### src/rtl/dpsr_pkg.sv
package dpsr_pkg;
  typedef enum logic [1:0] {
    OP_HOLD  = 2'd0,
    OP_LOAD  = 2'd1,
    OP_SHIFT = 2'd2,
    OP_CLEAR = 2'd3
  } cell_op_e;
endpackage

### src/rtl/dpsr_mode_sel.sv
module dpsr_mode_sel
  import dpsr_pkg::*;
(
  input  logic     rst,
  input  logic     sys_en,
  input  logic     tst_en,
  output cell_op_e op
);
  // Priority: reset, then test shift, then functional load.
  always_comb begin
    if (rst)         op = OP_CLEAR;
    else if (tst_en) op = OP_SHIFT;
    else if (sys_en) op = OP_LOAD;
    else             op = OP_HOLD;
  end
endmodule

### src/rtl/dpsr_cell.sv
module dpsr_cell
  import dpsr_pkg::*;
(
  input  logic     clk,
  input  cell_op_e op,
  input  logic     d_func,
  input  logic     d_scan,
  output logic     q
);
  always_ff @(posedge clk) begin
    case (op)
      OP_CLEAR: q <= 1'b0;
      OP_SHIFT: q <= d_scan;
      OP_LOAD:  q <= d_func;
      default:  q <= q;
    endcase
  end
endmodule

### src/rtl/dual_port_state_reg.sv
module dual_port_state_reg
  import dpsr_pkg::*;
#(
  parameter int CHAIN_LEN = 8
) (
  input  logic                 clk,
  input  logic                 rst,
  input  logic                 sys_en,
  input  logic                 tst_en,
  input  logic [CHAIN_LEN-1:0] nxt_state,
  input  logic                 scan_in,
  output logic [CHAIN_LEN-1:0] state_q,
  output logic                 scan_out
);
  localparam int MSB = CHAIN_LEN - 1;

  cell_op_e             op;
  logic [CHAIN_LEN-1:0] scan_link;

  dpsr_mode_sel u_mode (
    .rst    (rst),
    .sys_en (sys_en),
    .tst_en (tst_en),
    .op     (op)
  );

  genvar i;
  generate
    for (i = 0; i < CHAIN_LEN; i++) begin : g_bit
      if (i == 0) begin : g_head
        assign scan_link[i] = scan_in;
      end else begin : g_body
        assign scan_link[i] = state_q[i-1];
      end
      dpsr_cell u_cell (
        .clk    (clk),
        .op     (op),
        .d_func (nxt_state[i]),
        .d_scan (scan_link[i]),
        .q      (state_q[i])
      );
    end
  endgenerate

  assign scan_out = state_q[MSB];

  // Assertions
  AST_RESET_CLEARS: assert property (@(posedge clk)
    rst |=> (state_q == '0));

  AST_FUNC_LOAD: assert property (@(posedge clk) disable iff (rst)
    (sys_en && !tst_en) |=> (state_q == $past(nxt_state)));

  AST_SHIFT_HEAD: assert property (@(posedge clk) disable iff (rst)
    tst_en |=> (state_q[0] == $past(scan_in)));

  AST_IDLE_HOLD: assert property (@(posedge clk) disable iff (rst)
    (!sys_en && !tst_en) |=> $stable(state_q));

  generate
    if (CHAIN_LEN > 1) begin : g_chain_chk
      AST_SHIFT_BODY: assert property (@(posedge clk) disable iff (rst)
        tst_en |=> (state_q[MSB:1] == $past(state_q[MSB-1:0])));
      AST_SERIAL_OUT: assert property (@(posedge clk) disable iff (rst)
        tst_en |=> (scan_out == $past(state_q[MSB-1])));
    end
  endgenerate
endmodule

### config.mk
export PLATFORM = sky130hd
export DESIGN_NAME = dual_port_state_reg
export DESIGN_NICKNAME = d
export VERILOG_FILES = /design/src/rtl/dpsr_pkg.sv /design/src/rtl/dpsr_mode_sel.sv /design/src/rtl/dpsr_cell.sv /design/src/rtl/dual_port_state_reg.sv
export SDC_FILE = /design/constraint.sdc
export NUM_CORES = 1
export LEC_CHECK = 0
export BUFFER_PORTS_ARGS = -buffer_cell sky130_fd_sc_hd__buf_2
export CAP_MARGIN = 20
export CORE_AREA = 4 4 41 43
export DETAILED_ROUTE_END_ITERATION = 8
export DIE_AREA = 0 0 45 47
export PLACE_DENSITY = 0.73
export SLEW_MARGIN = 10
export SYNTH_ARGS = -nofsm -noshare
export SYNTH_HDL_FRONTEND = slang
export SYNTH_SLANG_ARGS = --single-unit
export TNS_END_PERCENT = 100
### constraint.sdc
create_clock -name clk -period 2.6 [get_ports clk]
set_input_delay 0.52 -clock clk [delete_from_list [all_inputs] [get_ports clk]]
set_output_delay 0.52 -clock clk [all_outputs]
set_load 0.02 [all_outputs]
-- Yosys cells after proc, flatten, opt, wreduce, memory -nomap -nowiden
Index checks and enable logic that the tools add are counted.
- reductions and logical operators: 1
- equality and inequality tests: 3
- muxes and demuxes: 11
- operators by type and width (kind ; count):
    case mux 1 bit (3 select lines) ; 8
    equality test 2 bit (second input constant) ; 2
    two-way mux 2 bit ; 2
    nonzero test 3 bit ; 1
    equality test 2 x 1 -> 1 bit (second input constant) ; 1
    two-way mux 1 bit ; 1
- output and inout port bits: 9
- logic and storage cells: 23
- input bits: 13
- bits in registers: 8

-- Depth between registers and ports, before layout
Gate-level depths: netlist of the first run.
- depth after elaboration: 5
- depth in mapped cells: 6
- mapped depth without buffers: 5

-- Cells and area by module
A second synthesis of the first run with hierarchy kept.
- cells, all modules: 76
- area total of the unflattened synthesis: 765.7 µm²
- modules (own cells, without submodules) (module ; area each (µm²) ; cells each ; sequential area each (µm²) ; instances):
    dpsr_cell ; 92.6 ; 9 ; 30.0 ; 8
    dpsr_mode_sel ; 17.5 ; 3 ; 0.0 ; 1
    dual_port_state_reg ; 7.5 ; 1 ; 0.0 ; 1

-- Worst setup path after synthesis of the first run
OpenSTA, ideal clock, no wires.
- path kind: input to register
- from: input port rst
- to: register g_bit[0].u_cell.q, data pin
- setup time: 0.263 ns
- stages on the path: 4
- path slack: 1.046 ns
- arrival: 1.291 ns
- path buffers: 1
- required time: 2.337 ns
- path through: or2_1 -> ha_1 -> buf_1 -> nor2_1
- longest elaborated chain between the ends: 3
- elaborated cells on any way between the ends: 5
- those cells by class: eq/ne (3); mux (2)
- ends and longest elaborated chain (item ; RTL line ; RTL):
    from (decl) ; dual_port_state_reg.sv:7 ; input logic rst,
    two-way mux 2 bit * ; dpsr_mode_sel.sv:11 ; if (rst) op = OP_CLEAR;
    equality test 2 x 1 -> 1 bit or equality test 2 bit (tied branches) ; dpsr_cell.sv:11 ; case (op)
    case mux 1 bit (3 select lines) * ; dpsr_cell.sv:11 ;
    to (signal assigned) ; dpsr_cell.sv:13 ; OP_SHIFT: q <= d_scan;
    to (signal assigned) ; dpsr_cell.sv:14 ; OP_LOAD: q <= d_func;
    to (signal assigned) ; dpsr_cell.sv:15 ; default: q <= q;
    to (decl) ; dpsr_cell.sv:8 ; output logic q
Mark *: on every way between the ends. The rest lies on a longest branch, timed or not.
A chain may end at the register's enable or synchronous reset.

-- Worst setup path in the final report of the first run
- from: input port rst
- to: register g_bit[3].u_cell.q, data pin
- longest elaborated chain between the ends: 3
- elaborated cells on any way between the ends: 5
- those cells by class: eq/ne (3); mux (2)
- ends and longest elaborated chain (item ; RTL line):
    two-way mux 2 bit * ; dpsr_mode_sel.sv:11
    equality test 2 x 1 -> 1 bit or equality test 2 bit (tied branches) ; dpsr_cell.sv:11
    case mux 1 bit (3 select lines) * ; dpsr_cell.sv:11
    to (signal assigned) ; dpsr_cell.sv:13
    to (signal assigned) ; dpsr_cell.sv:14
    to (signal assigned) ; dpsr_cell.sv:15
    to (decl) ; dpsr_cell.sv:8
Marked as above.

==> metrics, run 1 <==
Post-synth top flop edfxtp_1; placed cell count 69; kind of critical path in2reg; fin util 44.90%; Hold Crit Class in2reg; worst setup margin 1.052 ns; Layout Skew 0.001965 ns; RD Place Congestion 0.6738; biggest regs g_bit.u_cell.q (8); post-cts resize count 0; Tot GR Track Use 10.47%; Post-synth ARST share 0%; via-per-instance ratio 4.847; final setup vio count 0; Final Hold Vio Count 0; FF+latch count, synth 8; CTS tree built; Pre-antenna DRT Iters 4; crit path DAT 1.65 ns; max incr delay on CP 0.43 ns; max FFs per register 8; Core ar. 1301 um2; GR Util met3 3.831%; initial antenna violation count 0; Routed WL 908 um; Seq/Total Area, Yosys 45.82%; DIE HEIGHT 47 um; CP max FO 8; clock-pin slew on the worst setup and hold paths 0.05 ns; Mapped Nets 60; final worst-path cycle share 59.54%; Antenna Cells 0; post-route cell area 584.3 um2; first-pass GRT wire length 1.469 mm; Syn Area/Cell 11.91 um2; leading post-synthesis cells by cell area edfxtp_1, a22oi_2, buf_4; drt wl/cell 12.61 um; GR Layer Usage met1 11.76%; Setup crit start kind input port; max_slew headroom 69.11%; Initial Util 40.29%; Nets 75; pin count of the biggest net entering global routing 9; P&R area growth vs syn 11.46%; Non-Filler Instances 72; worst hold slack 0.5831 ns; area share of the largest cell type after synthesis 45.82%; Ys Warns 0; TritonCTS Buffers 3; setup_tns 0 ns; GR Util met2 16.67%; number of global-route vias before repair 356; Area after DPL 561.8 um2; Post-Syn Area 524.3 um2; grt peak-use layer met2; peak supply drop 196.5 uV; max_cap viols 0; CP Cell Sequence buf_2 -> or2_1 -> inv_1 -> ha_1 -> a22oi_2 -> nor2_1; # DRC 0; I/O Buffers 21; f_max 0.6460 GHz; Synth cell types 11; worst skew pair latency 0.25 ns; die footprint 2115 um2; Std-Cell Rows 13; Pleak 0.2761 nW; count of hold buffers inserted by post-cts repair 0; Final ANT Viol Nets 0; pwr dens 528.4 nW/um2; Root Driver clkbuf_4; RSZ-0062 raised after global routing no; postcts setup bufs 0; worst slew pin tran 0.4634 ns; Final Total Pwr 308.8 uW; hpwl dp 716.6 um; Starting DRT DRC Count 6; total gr overflow 0; vias after detailed routing 349; Crit-path slowest cell ha_1; Chip Width 45 um; top-level port count 22; placement-stage worst setup slack 0.7630 ns; Post-Syn Instances 44; largest register by flop count g_bit.u_cell.q; required time worst endpoint 2.70 ns; dominant cell type by area after synthesis edfxtp_1; Post-synth EDFFs 8; max-slew violations 0; Clock Sinks 8; Synth top cells by count a22oi_2, buf_4, edfxtp_1, nor2_1; min Tclk post-route 1.548 ns; Worst setup EP type register; htree depth 1; share of cells above drive strength 1 56.14%; clock buffer depth 2; status completed
## report_power, final
| group | leakage, nW | internal [mW] | switching, mW |
|---|---|---|---|
| Sequential | 0.0938 | 0.152 | 0.00493 |
| Combinational | 0.169 | 0.0243 | 0.0374 |
| Clock | 0.0138 | 0.0525 | 0.0379 |
## cells by family (layout without fill, tap and decap cells)
family	after synthesis	after routing	synth area share, %
AOI/OAI and AO/OA	10	10	21.48
adders and majority gates	3	3	7.161
buffers and inverters	14	27	18.62
DFF	8	8	45.82
and+or+nand+nor	9	9	6.922
## final cells by class
type | count | area, um2
repair buffers | 21 | 105.1
multi-input cells | 22 | 186.4
inverters | 3 | 11.26
fillers | 128 | 716.9
clock buffers | 3 | 22.52
flip-flops and latches | 8 | 240.2
well taps | 15 | 18.77
## cells in the final DEF (no fill, tap or decap)
cell,n
a22oi_2,8
edfxtp_1,8
ha_1,3
a21o_1,1
buf_2,21
nor2_1,8
clkbuf_4,3
or2_1,1
a21oi_1,1
inv_1,3
## worst paths after layout
check	slack, ns	depth (start not counted)	from	endpoint
max	1.05	6	rst	g_bit[3].u_cell.q
min reg2reg	0.60	2	g_bit[1].u_cell.q	g_bit[2].u_cell.q
min	0.58	3	scan_in	g_bit[0].u_cell.q
max reg2reg	1.75	2	g_bit[6].u_cell.q	g_bit[7].u_cell.q
## metal layers
metal  share of wire, %  up-vias
li1                   -      174
met1                 40      149
met2                 43       22
met3                 14        4
met4                2.9        0
met5                  0        -
## critical path, delay by kind of cell
family	cells	cell delay (ns)
AOI/OAI and AO/OA	1	0.15
adders and majority gates	1	0.43
buffers and inverters	2	0.19
and+or+nand+nor	2	0.36
Power figures use the tool's default switching activity.
==> inputs of run 2 (changes only) <==
--- a/config.mk
+++ b/config.mk
@@ -5,12 +5,13 @@
 export SDC_FILE = /design/constraint.sdc
 export NUM_CORES = 1
 export LEC_CHECK = 0
+export ABC_AREA = 1
 export BUFFER_PORTS_ARGS = -buffer_cell sky130_fd_sc_hd__buf_2
 export CAP_MARGIN = 20
 export CORE_AREA = 4 4 41 43
 export DETAILED_ROUTE_END_ITERATION = 8
 export DIE_AREA = 0 0 45 47
-export PLACE_DENSITY = 0.73
+export PLACE_DENSITY = 0.74
 export SLEW_MARGIN = 10
 export SYNTH_ARGS = -nofsm -noshare
 export SYNTH_HDL_FRONTEND = slang
==> constraint.sdc (replaced) <==
create_clock -name clk -period 1.5 [get_ports clk]
set_input_delay 0.3 -clock clk [delete_from_list [all_inputs] [get_ports clk]]
set_output_delay 0.3 -clock clk [all_outputs]
set_load 0.02 [all_outputs]
==> run 2 against run 1 <==
Core utilization increased by 2.7 points; critical path depth is the same; combinational power increased by 93%; synthesized cell count increased by 18%; area after synthesis grew 2.4%; die area unchanged; register-to-register slack lost 1.1 ns; non-clock buffer count increased by 1; first-iteration DRC count decreased by 17%; final cell count grew 13%; critical path type unchanged; highest routed layer unchanged.
==> metrics, run 2 <==
CP most frequent cell a21oi_2; Std-Cell Rows 13; biggest regs g_bit.u_cell.q (8); Core ar. 1301 um2; max incr delay on CP 0.43 ns; largest register by flop count g_bit.u_cell.q; clock-pin slew on the worst setup and hold paths 0.05 ns; RD Place Congestion 0.6660; first-pass GRT wire length 1.552 mm; vias after detailed routing 377; total gr overflow 0; max_cap viols 0; final setup vio count 0; Final ANT Viol Nets 0; Reg-to-Reg End g_bit[5].u_cell.q; Synth cell types 10; f_max 0.8503 GHz; Crit-path slowest cell ha_1; Routed WL 950 um; multi-input logic area 197.7 um2; Antenna Cells 0; CP max FO 8; Pre-antenna DRT Iters 4; DIE HEIGHT 47 um; Layout Skew 0.002478 ns; post-cts resize count 0; clock buffer depth 2; required time worst endpoint 1.61 ns; Tot GR Track Use 10.77%; pin count of the biggest net entering global routing 9; peak supply drop 404.7 uV; final worst-path cycle share 78.40%; Chip Width 45 um; pwr dens 892.3 nW/um2; worst hold slack 0.3934 ns; Nets 84; top-level port count 22; initial antenna violation count 0; Post-Syn Area 536.8 um2; Post-synth EDFFs 8; status completed; Ys Warns 0; Synth top cells by count a21oi_2, buf_4, nand2_1; via-per-instance ratio 4.654; Critical R2R Launch g_bit[4].u_cell.q; postcts setup bufs 0; P&R area growth vs syn 15.38%; die footprint 2115 um2; most frequent cells in the layout buf_2, nand2_1, a21oi_2; Root Driver clkbuf_4; Worst setup EP type register; max FFs per register 8; Area after DPL 596.8 um2; CTS tree built; CP bufs+invs 2; most common cell after layout, fill and taps aside buf_2; drt wl/cell 11.73 um; Fillers 141; share of cells above drive strength 1 62.12%; HP Start nxt_state[0]; Post-Syn Instances 52; Hold Crit Depth 3; htree depth 1; RSZ-0062 raised after global routing no; Pleak 0.2788 nW; worst slew pin tran 0.4088 ns; Hold Crit Class in2reg; CP Cell Sequence buf_2 -> inv_1 -> a21oi_2 -> ha_1 -> nand2_1 -> a21oi_2; FF+latch count, synth 8; Sequential Area 240.2 um2; crit path DAT 1.29 ns; count of hold buffers inserted by post-cts repair 0; leading post-synthesis cells by cell area edfxtp_1, a21oi_2, buf_4; Post-synth ARST share 0%; Final Hold Vio Count 0; hpwl dp 750.1 um; I/O Buffers 21; # DRC 0; CP delay by family, top adder cells; r2r setup slk 0.70 ns; min Tclk post-route 1.176 ns; Min-Delay Endpoint g_bit[0].u_cell.q; max_slew headroom 72.74%; Mapped Nets 68; area share of the largest cell type after synthesis 44.76%; Initial Util 41.25%; number of global-route vias before repair 367; worst skew pair latency 0.25 ns; setup_tns 0 ns; max-slew violations 0; Seq/Total Area, Yosys 44.76%; Starting DRT DRC Count 5; Post-synth top flop edfxtp_1; TritonCTS Buffers 3; post-route cell area 619.3 um2; Clock Sinks 8; cell count of the worst reg-to-reg path 2; dominant cell type by area after synthesis edfxtp_1; Syn Area/Cell 10.32 um2; kind of critical path in2reg; Setup crit start kind input port
==> run 2: cell count changes after synthesis, sizes merged <==
cell	previous run	this run
or2	1	0
nand2	0	16
inv	3	4
nor2	8	1
a21oi	1	9
a21o	1	0
a22oi	8	0
==> run 2: how the worst max path moves through the flow <==
stage	startpoint	end	slack, ns	cells past startpoint
3_5_place_dp	tst_en	g_bit[4].u_cell.q	0.07	6
2_1_floorplan	rst	g_bit[0].u_cell.q	0.24	5
5_1_grt	tst_en	g_bit[6].u_cell.q	0.23	6
6_report	tst_en	g_bit[6].u_cell.q	0.32	6
4_1_cts	tst_en	g_bit[4].u_cell.q	0.33	6
3_3_place_gp	rst	g_bit[5].u_cell.q	0.11	6
==> run 2: logic make-up after synthesis <==
logic type / synth area share (%)
and+or+nand+nor: 15.15
AOI/OAI and AO/OA: 14.69
DFF: 44.76
buffers and inverters: 18.41
adders and majority gates: 6.994
==> run 2: metal layers <==
layer  vias to the layer above  track usage [%]  wire length [um]
li1                        188                -                 -
met1                       171            13.58               420
met2                        16            15.82               446
met3                         2            3.448                76
met4                         0            7.018                 7
met5                         -                0                 0
==> run 2: final cells by class <==
class | instances | area share, %
Clock buffer | 3 | 3.636
Inverter | 4 | 2.424
Multi-Input combinational cell | 29 | 31.92
Sequential cell | 8 | 38.79
Tap cell | 15 | 3.030
Timing Repair Buffer | 22 | 20.20
==> run 2: tightest hold or removal path, stage by stage <==
cell and delay, ns:
buf_2 0.07, nand2_1 0.05, a21oi_2 0.10
==> run 2: report_power, final <==
part           internal, mW  switching, mW
logic                0.0486         0.0704
registers             0.263        0.00943
clock network        0.0914         0.0700
==> run 2: per-stage QoR <==
step           total power, mW  instances  worst slack, ns  util, %
4_1_cts                 0.5611         81           0.3266    47.60
6_report                0.5526         81           0.3239    47.60
5_1_grt                 0.5884         81           0.2253    47.60
2_1_floorplan           0.3667         52           0.2352        -
3_5_place_dp            0.3977         78          0.06838    45.87
3_3_place_gp            0.3948         78           0.1099    45.87
